`src/rtl/uart_rx_pkg.sv`:
```
package uart_rx_pkg;

  localparam int DATA_W  = 9;
  localparam int ENTRY_W = 12;

  typedef enum logic [1:0] {
    LEN_8B  = 2'b00,
    LEN_9B  = 2'b01,
    LEN_7B  = 2'b10,
    LEN_RSV = 2'b11
  } len_code_e;

  typedef struct packed {
    logic              noise;
    logic              frame_err;
    logic              par_err;
    logic [DATA_W-1:0] data;
  } rx_entry_t;

  function automatic logic [3:0] len_to_bits(input logic [1:0] code);
    case (code)
      LEN_9B:  return 4'd9;
      LEN_7B:  return 4'd7;
      default: return 4'd8;
    endcase
  endfunction

endpackage

```
`src/rtl/uart_rx_sync.sv`:
```
module uart_rx_sync #(
  parameter int STAGES = 2
) (
  input  logic clk,
  input  logic rst,
  input  logic din,
  output logic dout
);

  logic [STAGES-1:0] chain;

  generate
    if (STAGES == 1) begin : g_single
      always_ff @(posedge clk) begin
        if (rst) chain <= '1;
        else     chain <= din;
      end
    end else begin : g_multi
      always_ff @(posedge clk) begin
        if (rst) chain <= '1;
        else     chain <= {chain[STAGES-2:0], din};
      end
    end
  endgenerate

  assign dout = chain[STAGES-1];

endmodule

```
`src/rtl/uart_rx_bitsamp.sv`:
```
module uart_rx_bitsamp #(
  parameter int OSR = 16
) (
  input  logic clk,
  input  logic rst,
  input  logic tick,
  input  logic restart,
  input  logic rx,
  output logic mid_vld,
  output logic mid_bit,
  output logic mid_noise
);

  localparam int CW    = $clog2(OSR);
  localparam int MID   = OSR / 2;
  localparam int LO_I  = MID - 1;
  localparam int HI_I  = MID + 1;
  localparam int LST_I = OSR - 1;
  localparam logic [CW-1:0] S_LO  = LO_I[CW-1:0];
  localparam logic [CW-1:0] S_MID = MID[CW-1:0];
  localparam logic [CW-1:0] S_HI  = HI_I[CW-1:0];
  localparam logic [CW-1:0] LAST  = LST_I[CW-1:0];

  logic [CW-1:0] cnt;
  logic          smp_a;
  logic          smp_b;

  always_ff @(posedge clk) begin
    if (rst || restart) begin
      cnt       <= '0;
      smp_a     <= 1'b1;
      smp_b     <= 1'b1;
      mid_vld   <= 1'b0;
      mid_bit   <= 1'b1;
      mid_noise <= 1'b0;
    end else begin
      mid_vld <= 1'b0;
      if (tick) begin
        cnt <= (cnt == LAST) ? '0 : cnt + 1'b1;
        if (cnt == S_LO)  smp_a <= rx;
        if (cnt == S_MID) smp_b <= rx;
        if (cnt == S_HI) begin
          mid_vld   <= 1'b1;
          mid_bit   <= (smp_a & smp_b) | (smp_a & rx) | (smp_b & rx);
          mid_noise <= (smp_a != smp_b) || (smp_b != rx);
        end
      end
    end
  end

endmodule

```
`src/rtl/uart_rx_deser.sv`:
```
module uart_rx_deser
  import uart_rx_pkg::*;
#(
  parameter int OSR = 16
) (
  input  logic            clk,
  input  logic            rst,
  input  logic            os_tick,
  input  logic            rx,
  input  logic [1:0]      cfg_len,
  input  logic            cfg_par_en,
  input  logic            cfg_par_odd,
  output logic            word_vld,
  output rx_entry_t       word,
  output logic [1:0]      word_len,
  output logic            word_par
);

  typedef enum logic [1:0] {ST_IDLE, ST_START, ST_DATA, ST_STOP} st_e;

  st_e               st;
  logic              rx_prev;
  logic              restart;
  logic              mid_vld;
  logic              mid_bit;
  logic              mid_noise;
  logic [3:0]        idx;
  logic [3:0]        nbits;
  logic [DATA_W-1:0] shreg;
  logic [DATA_W-1:0] par_mask;
  logic              noise_acc;
  logic              par_odd_q;

  assign restart  = (st == ST_IDLE) && rx_prev && !rx;
  assign nbits    = len_to_bits(word_len);
  assign par_mask = DATA_W'(1) << (nbits - 4'd1);

  uart_rx_bitsamp #(.OSR(OSR)) u_samp (
    .clk       (clk),
    .rst       (rst),
    .tick      (os_tick),
    .restart   (restart),
    .rx        (rx),
    .mid_vld   (mid_vld),
    .mid_bit   (mid_bit),
    .mid_noise (mid_noise)
  );

  always_ff @(posedge clk) begin
    if (rst) begin
      st        <= ST_IDLE;
      rx_prev   <= 1'b1;
      idx       <= '0;
      shreg     <= '0;
      noise_acc <= 1'b0;
      par_odd_q <= 1'b0;
      word_len  <= LEN_8B;
      word_par  <= 1'b0;
      word_vld  <= 1'b0;
      word      <= '0;
    end else begin
      rx_prev  <= rx;
      word_vld <= 1'b0;
      case (st)
        ST_IDLE: begin
          if (restart) begin
            st        <= ST_START;
            word_len  <= cfg_len;
            word_par  <= cfg_par_en;
            par_odd_q <= cfg_par_odd;
          end
        end
        ST_START: begin
          if (mid_vld) begin
            if (mid_bit) begin
              st <= ST_IDLE;
            end else begin
              st        <= ST_DATA;
              idx       <= '0;
              shreg     <= '0;
              noise_acc <= 1'b0;
            end
          end
        end
        ST_DATA: begin
          if (mid_vld) begin
            shreg[idx] <= mid_bit;
            noise_acc  <= noise_acc | mid_noise;
            if (idx == nbits - 4'd1) st <= ST_STOP;
            else                     idx <= idx + 4'd1;
          end
        end
        default: begin
          if (mid_vld) begin
            word_vld       <= 1'b1;
            word.data      <= word_par ? (shreg & ~par_mask) : shreg;
            word.par_err   <= word_par && ((^shreg) != par_odd_q);
            word.frame_err <= !mid_bit;
            word.noise     <= noise_acc | mid_noise;
            st             <= ST_IDLE;
          end
        end
      endcase
    end
  end

endmodule

```
`src/rtl/uart_rx_fifo.sv`:
```
module uart_rx_fifo #(
  parameter int W     = 12,
  parameter int DEPTH = 8
) (
  input  logic         clk,
  input  logic         rst,
  input  logic         deep_mode,
  input  logic         wr_vld,
  input  logic [W-1:0] wr_data,
  input  logic         rd_en,
  output logic [W-1:0] rd_data,
  output logic         empty,
  output logic         full,
  output logic         drop
);

  localparam int AW    = (DEPTH > 1) ? $clog2(DEPTH) : 1;
  localparam int LST_I = DEPTH - 1;
  localparam logic [AW:0]   CAP_DEEP = DEPTH[AW:0];
  localparam logic [AW:0]   CAP_ONE  = {{AW{1'b0}}, 1'b1};
  localparam logic [AW-1:0] LAST_PTR = LST_I[AW-1:0];

  logic [W-1:0]  mem [DEPTH];
  logic [AW-1:0] wr_ptr;
  logic [AW-1:0] rd_ptr;
  logic [AW:0]   count;
  logic [AW:0]   count_nxt;
  logic          push;
  logic          pop;

  assign full  = count >= (deep_mode ? CAP_DEEP : CAP_ONE);
  assign push  = wr_vld && !full;
  assign drop  = wr_vld && full;
  assign pop   = rd_en && !empty;

  always_comb begin
    count_nxt = count;
    if (push && !pop) count_nxt = count + 1'b1;
    if (pop && !push) count_nxt = count - 1'b1;
  end

  always_ff @(posedge clk) begin
    if (push) mem[wr_ptr] <= wr_data;
  end

  always_ff @(posedge clk) begin
    if (rst) begin
      wr_ptr <= '0;
      rd_ptr <= '0;
      count  <= '0;
      empty  <= 1'b1;
    end else begin
      if (push) wr_ptr <= (wr_ptr == LAST_PTR) ? '0 : wr_ptr + 1'b1;
      if (pop)  rd_ptr <= (rd_ptr == LAST_PTR) ? '0 : rd_ptr + 1'b1;
      count <= count_nxt;
      empty <= (count_nxt == '0);
    end
  end

  assign rd_data = mem[rd_ptr];

endmodule

```
`src/rtl/uart_rx_tagfifo.sv`:
```
module uart_rx_tagfifo
  import uart_rx_pkg::*;
#(
  parameter int OSR         = 16,
  parameter int FIFO_DEPTH  = 8,
  parameter int SYNC_STAGES = 2
) (
  input  logic               clk,
  input  logic               rst,
  input  logic               rx_line,
  input  logic               os_tick,
  input  logic [1:0]         cfg_len,
  input  logic               cfg_par_en,
  input  logic               cfg_par_odd,
  input  logic               cfg_fifo_en,
  input  logic               rd_en,
  input  logic               ovr_clr,
  output logic [ENTRY_W-1:0] rd_entry,
  output logic               rd_empty,
  output logic               ovr_flag
);

  logic               rx_s;
  logic               word_vld;
  rx_entry_t          word;
  logic [ENTRY_W-1:0] word_bits;
  logic [1:0]         word_len;
  logic               word_par;
  logic               fifo_full;
  logic               fifo_drop;

  uart_rx_sync #(.STAGES(SYNC_STAGES)) u_sync (
    .clk  (clk),
    .rst  (rst),
    .din  (rx_line),
    .dout (rx_s)
  );

  uart_rx_deser #(.OSR(OSR)) u_deser (
    .clk         (clk),
    .rst         (rst),
    .os_tick     (os_tick),
    .rx          (rx_s),
    .cfg_len     (cfg_len),
    .cfg_par_en  (cfg_par_en),
    .cfg_par_odd (cfg_par_odd),
    .word_vld    (word_vld),
    .word        (word),
    .word_len    (word_len),
    .word_par    (word_par)
  );

  assign word_bits = word;

  uart_rx_fifo #(.W(ENTRY_W), .DEPTH(FIFO_DEPTH)) u_fifo (
    .clk       (clk),
    .rst       (rst),
    .deep_mode (cfg_fifo_en),
    .wr_vld    (word_vld),
    .wr_data   (word_bits),
    .rd_en     (rd_en),
    .rd_data   (rd_entry),
    .empty     (rd_empty),
    .full      (fifo_full),
    .drop      (fifo_drop)
  );

  always_ff @(posedge clk) begin
    if (rst)            ovr_flag <= 1'b0;
    else if (fifo_drop) ovr_flag <= 1'b1;
    else if (ovr_clr)   ovr_flag <= 1'b0;
  end

endmodule

```
`config.mk`:
```
export PLATFORM = sky130hd
export DESIGN_NAME = uart_rx_tagfifo
export DESIGN_NICKNAME = d
export VERILOG_FILES = /design/src/rtl/uart_rx_pkg.sv /design/src/rtl/uart_rx_sync.sv /design/src/rtl/uart_rx_bitsamp.sv /design/src/rtl/uart_rx_deser.sv /design/src/rtl/uart_rx_fifo.sv /design/src/rtl/uart_rx_tagfifo.sv
export SDC_FILE = /design/constraint.sdc
export NUM_CORES = 1
export LEC_CHECK = 0
export BUFFER_PORTS_ARGS = -buffer_cell sky130_fd_sc_hd__buf_4
export CORE_ASPECT_RATIO = 0.5
export CORE_MARGIN = 2
export CORE_UTILIZATION = 55
export DETAILED_ROUTE_END_ITERATION = 10
export GPL_TIMING_DRIVEN = 0
export PLACE_DENSITY = 0.83
export SLEW_MARGIN = 10
export SYNTH_ARGS = -nofsm -noshare
export SYNTH_HDL_FRONTEND = slang
export SYNTH_SLANG_ARGS = --single-unit
```
`constraint.sdc`:
```
create_clock -name clk -period 4 [get_ports clk]
set_input_delay 0.4 -clock clk [delete_from_list [all_inputs] [get_ports clk]]
set_output_delay 0.4 -clock clk [all_outputs]
set_load 0.05 [all_outputs]
```
==> metrics.md, run 1 <==
| Metric | Value |
|---|---|
| Outcome | complete, no violations |
| Psw | ~930 uW |
| # placed instances | 674 |
| Seq/Total Area, Yosys | ~63% |
| Port Buffer Count | 23 |
| Min-delay worst type | in -> reg |
| Setup_tns | 0 ns |
| DRT antenna net count | 0 |
| Comb pwr share | between 10% and 20% |
| Mux cell area share after synthesis | a little under an eighth |
| Yosys reg bits | between 150 and 200 |
| DRC | 0 |
| EDFF count, synth | between 90 and 100 |
| Startpoint types | flop |
| Syn Inst Count | roughly 490 |
| Crit path max fanout | 10 |
| Final core utilization | around two thirds |
| Die height | ~81 um |
| Top cell type's share of synthesized area | between 40% and 50% |
| Initial antenna violation count | 0 |
| Required time of the worst setup path | about 4.1 ns |
| Largest net degree at the start of global routing | 17 |
| Clock Path Buffers | 2 |
| Mapped Avg Cell Area | 13.38 um2 |
| I/O pins | 25 |
| Top FF cell, synth | edfxtp_1 |
| Diode count | 0 |
| Total clock sinks | ~160 |
| First-pass DRT Iterations | 5 |
| Endpoint class of the critical path | flop |
| Tcrit/Tclk final | 80.51% |
| Vias/cell | about 5.7 |
| Final setup viols | 0 |
| Starting density of the core | 57.69% |
| CTS Hold Buffers Added | 0 |
| Final hold vios | 0 |
| GPL Wtd Cong | about 0.81 |
| Vias | around 4000 |
| Simple-gate share of the synthesized area | about 11% |
| Post-synthesis cell type count | 49 |
| Die area | 12740 um2 |
| Htree depth | 4 |
| Nets@finish | roughly 570 |
| Reg clk slew, reported paths | ~0.06 ns |
| Compound-Gate Fraction of Synth Area | ~6.5% |
| Area after DPL | 6964 um2 |
| Row cnt | 27 |
| Worst skew pair latency | about 0.42 ns |
| Total CTS buffers | 17 |
| Core ar. | 11250 um2 |
| First-pass GRT wire length | between 20 and 25 mm |
| DP Wirelength | approximately 8.5 mm |
| Worst slew margin | ~32% |
| Design Area, Final | roughly 7500 um2 |
| Net switching fraction of the power | 25.21% |
| Die width | 157.6 um |
| Initial drt markers | roughly 270 |
| Max Clock Freq | 310.5 MHz |
| Warnings from Yosys | 0 |
| Vias in the first global route | ~4000 |
| Post-Syn Area | 6490 um2 |
| Net Count, Synth | slightly above 500 |
| Internal | roughly 2800 uW |
| CTS tree | built |
| Post-Route WL | between 10 and 15 mm |
| PwrDens | ~500 nW/um2 |
| Slew @ Worst Pin | around 1 ns |
| Synth area leader | edfxtp_1 |
| Largest family of logic cells by synthesized area | multiplexers |
| Clock share of power | a little over two fifths |
| XOR/XNOR Fraction of Synth Area | ~2.2% |
| Non-Filler Instances | roughly 710 |
| Synth Area in Adders | just under 4% |
| DP Worst Slack | ~0.76 ns |
| Crit path kind | reg -> reg |
| Mean routed wirelength per cell | 18.88 um |
| Area Growth Syn to Fin | 16.29% |
| Post_cts resized | 0 |
| Post-CTS Setup Inserts | 0 |
| Max-cap violations | 0 |
| Final worst-path setup slack | 0.7797 ns |
| Post-synth ARST share | 0% |
| Share of layout cells above drive strength 1 | 21.94% |
| Worst Path Arrival | 3.35 ns |
| Period minus WS final | 3.220 ns |
| Overall Global Routing Usage | about 23% |
| Root buffer selected by CTS | clkbuf_16 |
| Leak | 0.002584 uW |
| Maximum vdd ir drop | 0.0002847 V |
| Gr ovfl total | 0 |
| Slew Limit Fails | 0 |
| Flop pwr share | a little under half |
| RSZ-0062 raised after global routing | no |
| Synth area leaders | edfxtp_1, dfxtp_1, mux4_2, ha_1, a21oi_1 |
| Clk_skew | roughly 0.009 ns |
## sequential cells by signal (all words and copies together) (netlist names), 2 cells and up, named ones only
register / count
u_deser.word: 12
u_fifo.wr_ptr: 3
u_deser.idx: 4
u_fifo.mem: 96
u_deser.st: 2
u_deser.u_samp.cnt: 4
u_deser.shreg: 9
u_fifo.count: 4
u_sync.chain: 2
u_fifo.rd_ptr: 3
u_deser.word_len: 2
## power by group through the flow
stage	registers [uW]	logic [uW]	clock network [uW]
after floorplan	1780	275	0
after global placement	1770	370	0
after detailed placement	1770	378	0
after CTS	1730	383	1580
after global routing	1740	410	1650
final	1730	380	1570
## synth_stat cells (all sizes together) (3+ instances only)
cell type	count
or3	3
inv	10
mux2	12
a21oi	48
ha	20
mux2i	8
buf	4
nand2b	6
nand2	49
nor3	12
nor4b	3
dfxtp	60
nor4	3
o21ai	14
edfxtp	96
clkbuf	21
nor3b	5
nor2	29
xnor2	10
mux4	24
xor2	4
or2	4
nand3	14
## critical path, stage by stage (launching register included)
cell	delay (ns)
dfxtp_1	0.40
inv_1	0.13
ha_1	0.30
or4b_4	0.52
a21bo_2	0.25
buf_2	0.19
nor4b_2	0.83
buf_4	0.31
## cell type report
class,count,area (um2)
plain buffers,25,98.84
repair buffers,30,236.5
multi-input cells,294,2311
fillers,771,3702
inverters,10,37.54
flip-flops and latches,156,4084
well taps,159,198.9
clock inverters,15,155.1
clock buffers,17,425.4
## metal layers
metal  GRT usage [%]  wire length [um]  part of all wire [%]  vias up
met5               0                 0                     0        -
met3           5.710               679                   5.1       21
met1           29.12              5836                    44     1967
met4           9.818               293                   2.2        0
li1                -                 -                     -     1908
met2           37.91              6523                    49      128
## path summary, 6_finish.rpt
path | start | endpoint | slack, ns | cells after the start
worst max-delay path | u_fifo.count[0] | u_fifo.mem[1][7] | 0.78 | 7
worst min-delay path | rx_line | u_sync.chain[0] | 0.17 | 2
worst max register to register | u_fifo.count[0] | u_fifo.mem[1][7] | 0.78 | 7
worst min register to register | u_sync.chain[0] | u_sync.chain[1] | 0.42 | 1
## logic make-up (layout without fill, tap and decap cells)
kind of cell	after synthesis	after routing
fa+ha+maj	20	20
xor+xnor	15	15
mux	44	44
simple gates	141	141
buf+inv	35	97
compound gates	74	74
flops	156	156
## cells in the final DEF (no fill, tap or decap), types with 17 or more instances in the layout
master	Yosys	final
a21oi_1	48	48
buf_4	0	27
clkbuf_1	20	20
clkbuf_16	0	17
dfxtp_1	60	60
edfxtp_1	96	96
ha_1	20	20
mux4_2	24	24
nand2_1	49	49
nor2_1	29	28
## per-stage QoR
| stage | hold WS, ns | power [uW] |
|---|---|---|
| 3_3_place_gp | 0.3915 | 2136 |
| 2_1_floorplan | 0.3895 | 2056 |
| 3_5_place_dp | 0.4110 | 2146 |
| 4_1_cts | 0.1591 | 3694 |
| 5_1_grt | 0.1665 | 3791 |
| 6_report | 0.1672 | 3683 |
Note: power is estimated with default switching activity, not from simulation.
==> inputs of run 2 (changes only) <==
Clock period 4 ns to 3.4 ns, I/O delays scaled along.
==> run 2 against run 1 <==
Utilization up 0.49 points. Hold slack worse by 0.057 ns. Die area unchanged. Clock-buffer cell count unchanged. Largest cell class unchanged. Largest power group unchanged.
==> metrics.md, run 2 (synthesis results as in run 1) <==
| Metric | Value |
|---|---|
| Starting density of the core | 57.69% (unchanged) |
| Clk_skew | 0.01322 ns (+0.004095 ns) |
| Htree depth | 4 (unchanged) |
| Crit path max fanout | 10 (unchanged) |
| Root buffer selected by CTS | clkbuf_16 |
| CTS Hold Buffers Added | 0 (unchanged) |
| Vias/cell | 5.848 (+2.6%) |
| Maximum vdd ir drop | 0.0003726 V (+31%) |
| Hold path start | rx_line |
| Initial drt markers | 281 (+3.7%) |
| Period minus WS final | 3.219 ns (-0.001612 ns) |
| Core ar. | 11250 um2 (unchanged) |
| Worst slew margin | 20.87% (-11 points) |
| Die area | 12740 um2 (unchanged) |
| Vias in the first global route | 4031 (+0.85%) |
| Final worst-path setup slack | 0.1813 ns (-0.5984 ns) |
| # placed instances | 673 (-0.15%) |
| Required time of the worst setup path | 3.53 ns (-0.60 ns) |
| Post-Route WL | 13.89 mm (+4.2%) |
| Overall Global Routing Usage | 24.04% (+1.2 points) |
| GPL Wtd Cong | 0.8181 (+1.0%) |
| Initial antenna violation count | 0 (unchanged) |
| Vias | 4123 (+2.5%) |
| I/O pins | 25 (unchanged) |
| Crit path kind | reg -> reg |
| Commonest non-fill, non-tap cell in the layout | edfxtp_1 |
| Largest net degree at the start of global routing | 18 (+1) |
| Max Clock Freq | 310.7 MHz (about the same) |
| Final hold vios | 0 (unchanged) |
| Min-delay worst type | in -> reg |
| Most flop-heavy register | u_fifo.mem |
| Area Growth Syn to Fin | 17.14% |
| Non-Filler Instances | 705 (-0.14%) |
| Worst reg-to-reg setup slack | 0.18 ns (-0.60 ns) |
| Gr ovfl total | 0 (unchanged) |
| Tcrit/Tclk final | 94.67% (+14 points) |
| Total clock sinks | 156 (unchanged) |
| DP Worst Slack | 0.2186 ns (-0.5402 ns) |
| First-pass GRT wire length | 22.22 mm (+4.8%) |
| Final core utilization | 67.58% (+0.49 points) |
| Leak | 0.002592 uW (+0.34%) |
| Post-CTS Setup Inserts | 0 (unchanged) |
| Worst Path Arrival | 3.35 ns (about the same) |
| Biggest regs | u_fifo.mem: 96 flops, u_deser.word: 12 flops, u_deser.shreg: 9 flops |
| PwrDens | 586.2 nW/um2 (+20%) |
| Outcome | complete, no violations |
| Endpoint class of the critical path | flop |
| RSZ-0062 raised after global routing | no |
| Diode count | 0 (unchanged) |
| Hold slack | 0.1104 ns (-0.05676 ns) |
| Mean routed wirelength per cell | 19.70 um (+4.3%) |
| First-pass DRT Iterations | 6 (+1) |
| Post_cts resized | 0 (unchanged) |
| Hold worst-path end | u_sync.chain[0] |
| DRC | 0 (unchanged) |
| # fillers | 733 (-4.9%) |
| Die height | 80.81 um (unchanged) |
| Clock Path Buffers | 2 (unchanged) |
| DP Wirelength | 8.468 mm (about the same) |
| Row cnt | 27 (unchanged) |
| Worst skew pair latency | 0.43 ns (about the same) |
| Most frequent cells in the layout | edfxtp_1, dfxtp_1, nand2_1 |
| Total CTS buffers | 17 (unchanged) |
| Slew Limit Fails | 0 (unchanged) |
| Startpoint types | flop |
| Reg clk slew, reported paths | 0.07 ns (about the same) |
| WHS Path Cells | 2 (unchanged) |
| CTS tree | built |
| Nets@finish | 564 (-0.18%) |
| DRT antenna net count | 0 (unchanged) |
| Share of layout cells above drive strength 1 | 21.61% (-0.33 points) |
| Slew @ Worst Pin | 1.183 ns (+0.1696 ns) |
| Die width | 157.6 um (unchanged) |
| Worst R2R End | u_fifo.mem[0][9] |
| R2r worst-path depth | 7 (unchanged) |
| Final setup viols | 0 (unchanged) |
| Max-cap violations | 0 (unchanged) |
| FF-to-FF Start | u_fifo.count[0] |
| Port Buffer Count | 23 (unchanged) |
| Max FFs per register | 96 (unchanged) |
run 2: final cells by class:
type | instances | area, um2 | area share, %
Timing Repair Buffer | 29 | 236.5 | 3.111
Inverter | 10 | 37.54 | 0.4937
Multi-Input combinational cell | 294 | 2326 | 30.60
Clock inverter | 15 | 195.2 | 2.567
Sequential cell | 156 | 4084 | 53.72
Clock buffer | 17 | 425.4 | 5.596
Buffer | 25 | 98.84 | 1.300
Tap cell | 159 | 198.9 | 2.617
run 2: layer usage:
layer  share of wire, %  global-route usage, %  up-vias
met5                  0                      0        -
met4                2.5                  11.45        0
met3                5.7                  4.589       31
met2                 49                  39.87      155
met1                 43                  31.27     2038
li1                   -                      -     1899
run 2: worst max-delay path by stage:
stage | from | endpoint | slack [ns] | depth (start not counted)
global placement | u_fifo.count[0] | u_fifo.mem[0][5] | -0.78 | 6
floorplan | u_fifo.count[0] | u_fifo.mem[0][0] | 0.13 | 6
finish | u_fifo.count[0] | u_fifo.mem[0][9] | 0.18 | 7
detailed placement | u_fifo.count[0] | u_fifo.mem[7][5] | 0.22 | 6
global route | u_fifo.count[0] | u_fifo.mem[7][1] | 0.03 | 6
CTS | u_fifo.count[0] | u_fifo.mem[7][10] | 0.19 | 6
run 2: power breakdown:
part | total (uW) | internal, uW | switching, uW
logic | 446 | 193 | 253
registers | 2040 | 2010 | 24.9
clock network | 1970 | 1120 | 851
run 2: stage by stage:
stage | area, um2 | total power, uW | setup TNS (ns)
2_1_floorplan | 6502 | 2419 | 0
3_3_place_gp | 6874 | 2512 | -21.18
3_5_place_dp | 6982 | 2521 | 0
4_1_cts | 7602 | 4478 | 0
5_1_grt | 7602 | 4592 | 0
6_report | 7602 | 4456 | 0
run 2: worst max-delay path: stages, from the launching register on:
cell     delay, ns
dfxtp_1       0.41
inv_1         0.14
ha_1          0.30
or4b_4        0.52
a21bo_2       0.25
buf_2         0.22
nor4_2        0.77
buf_4         0.32
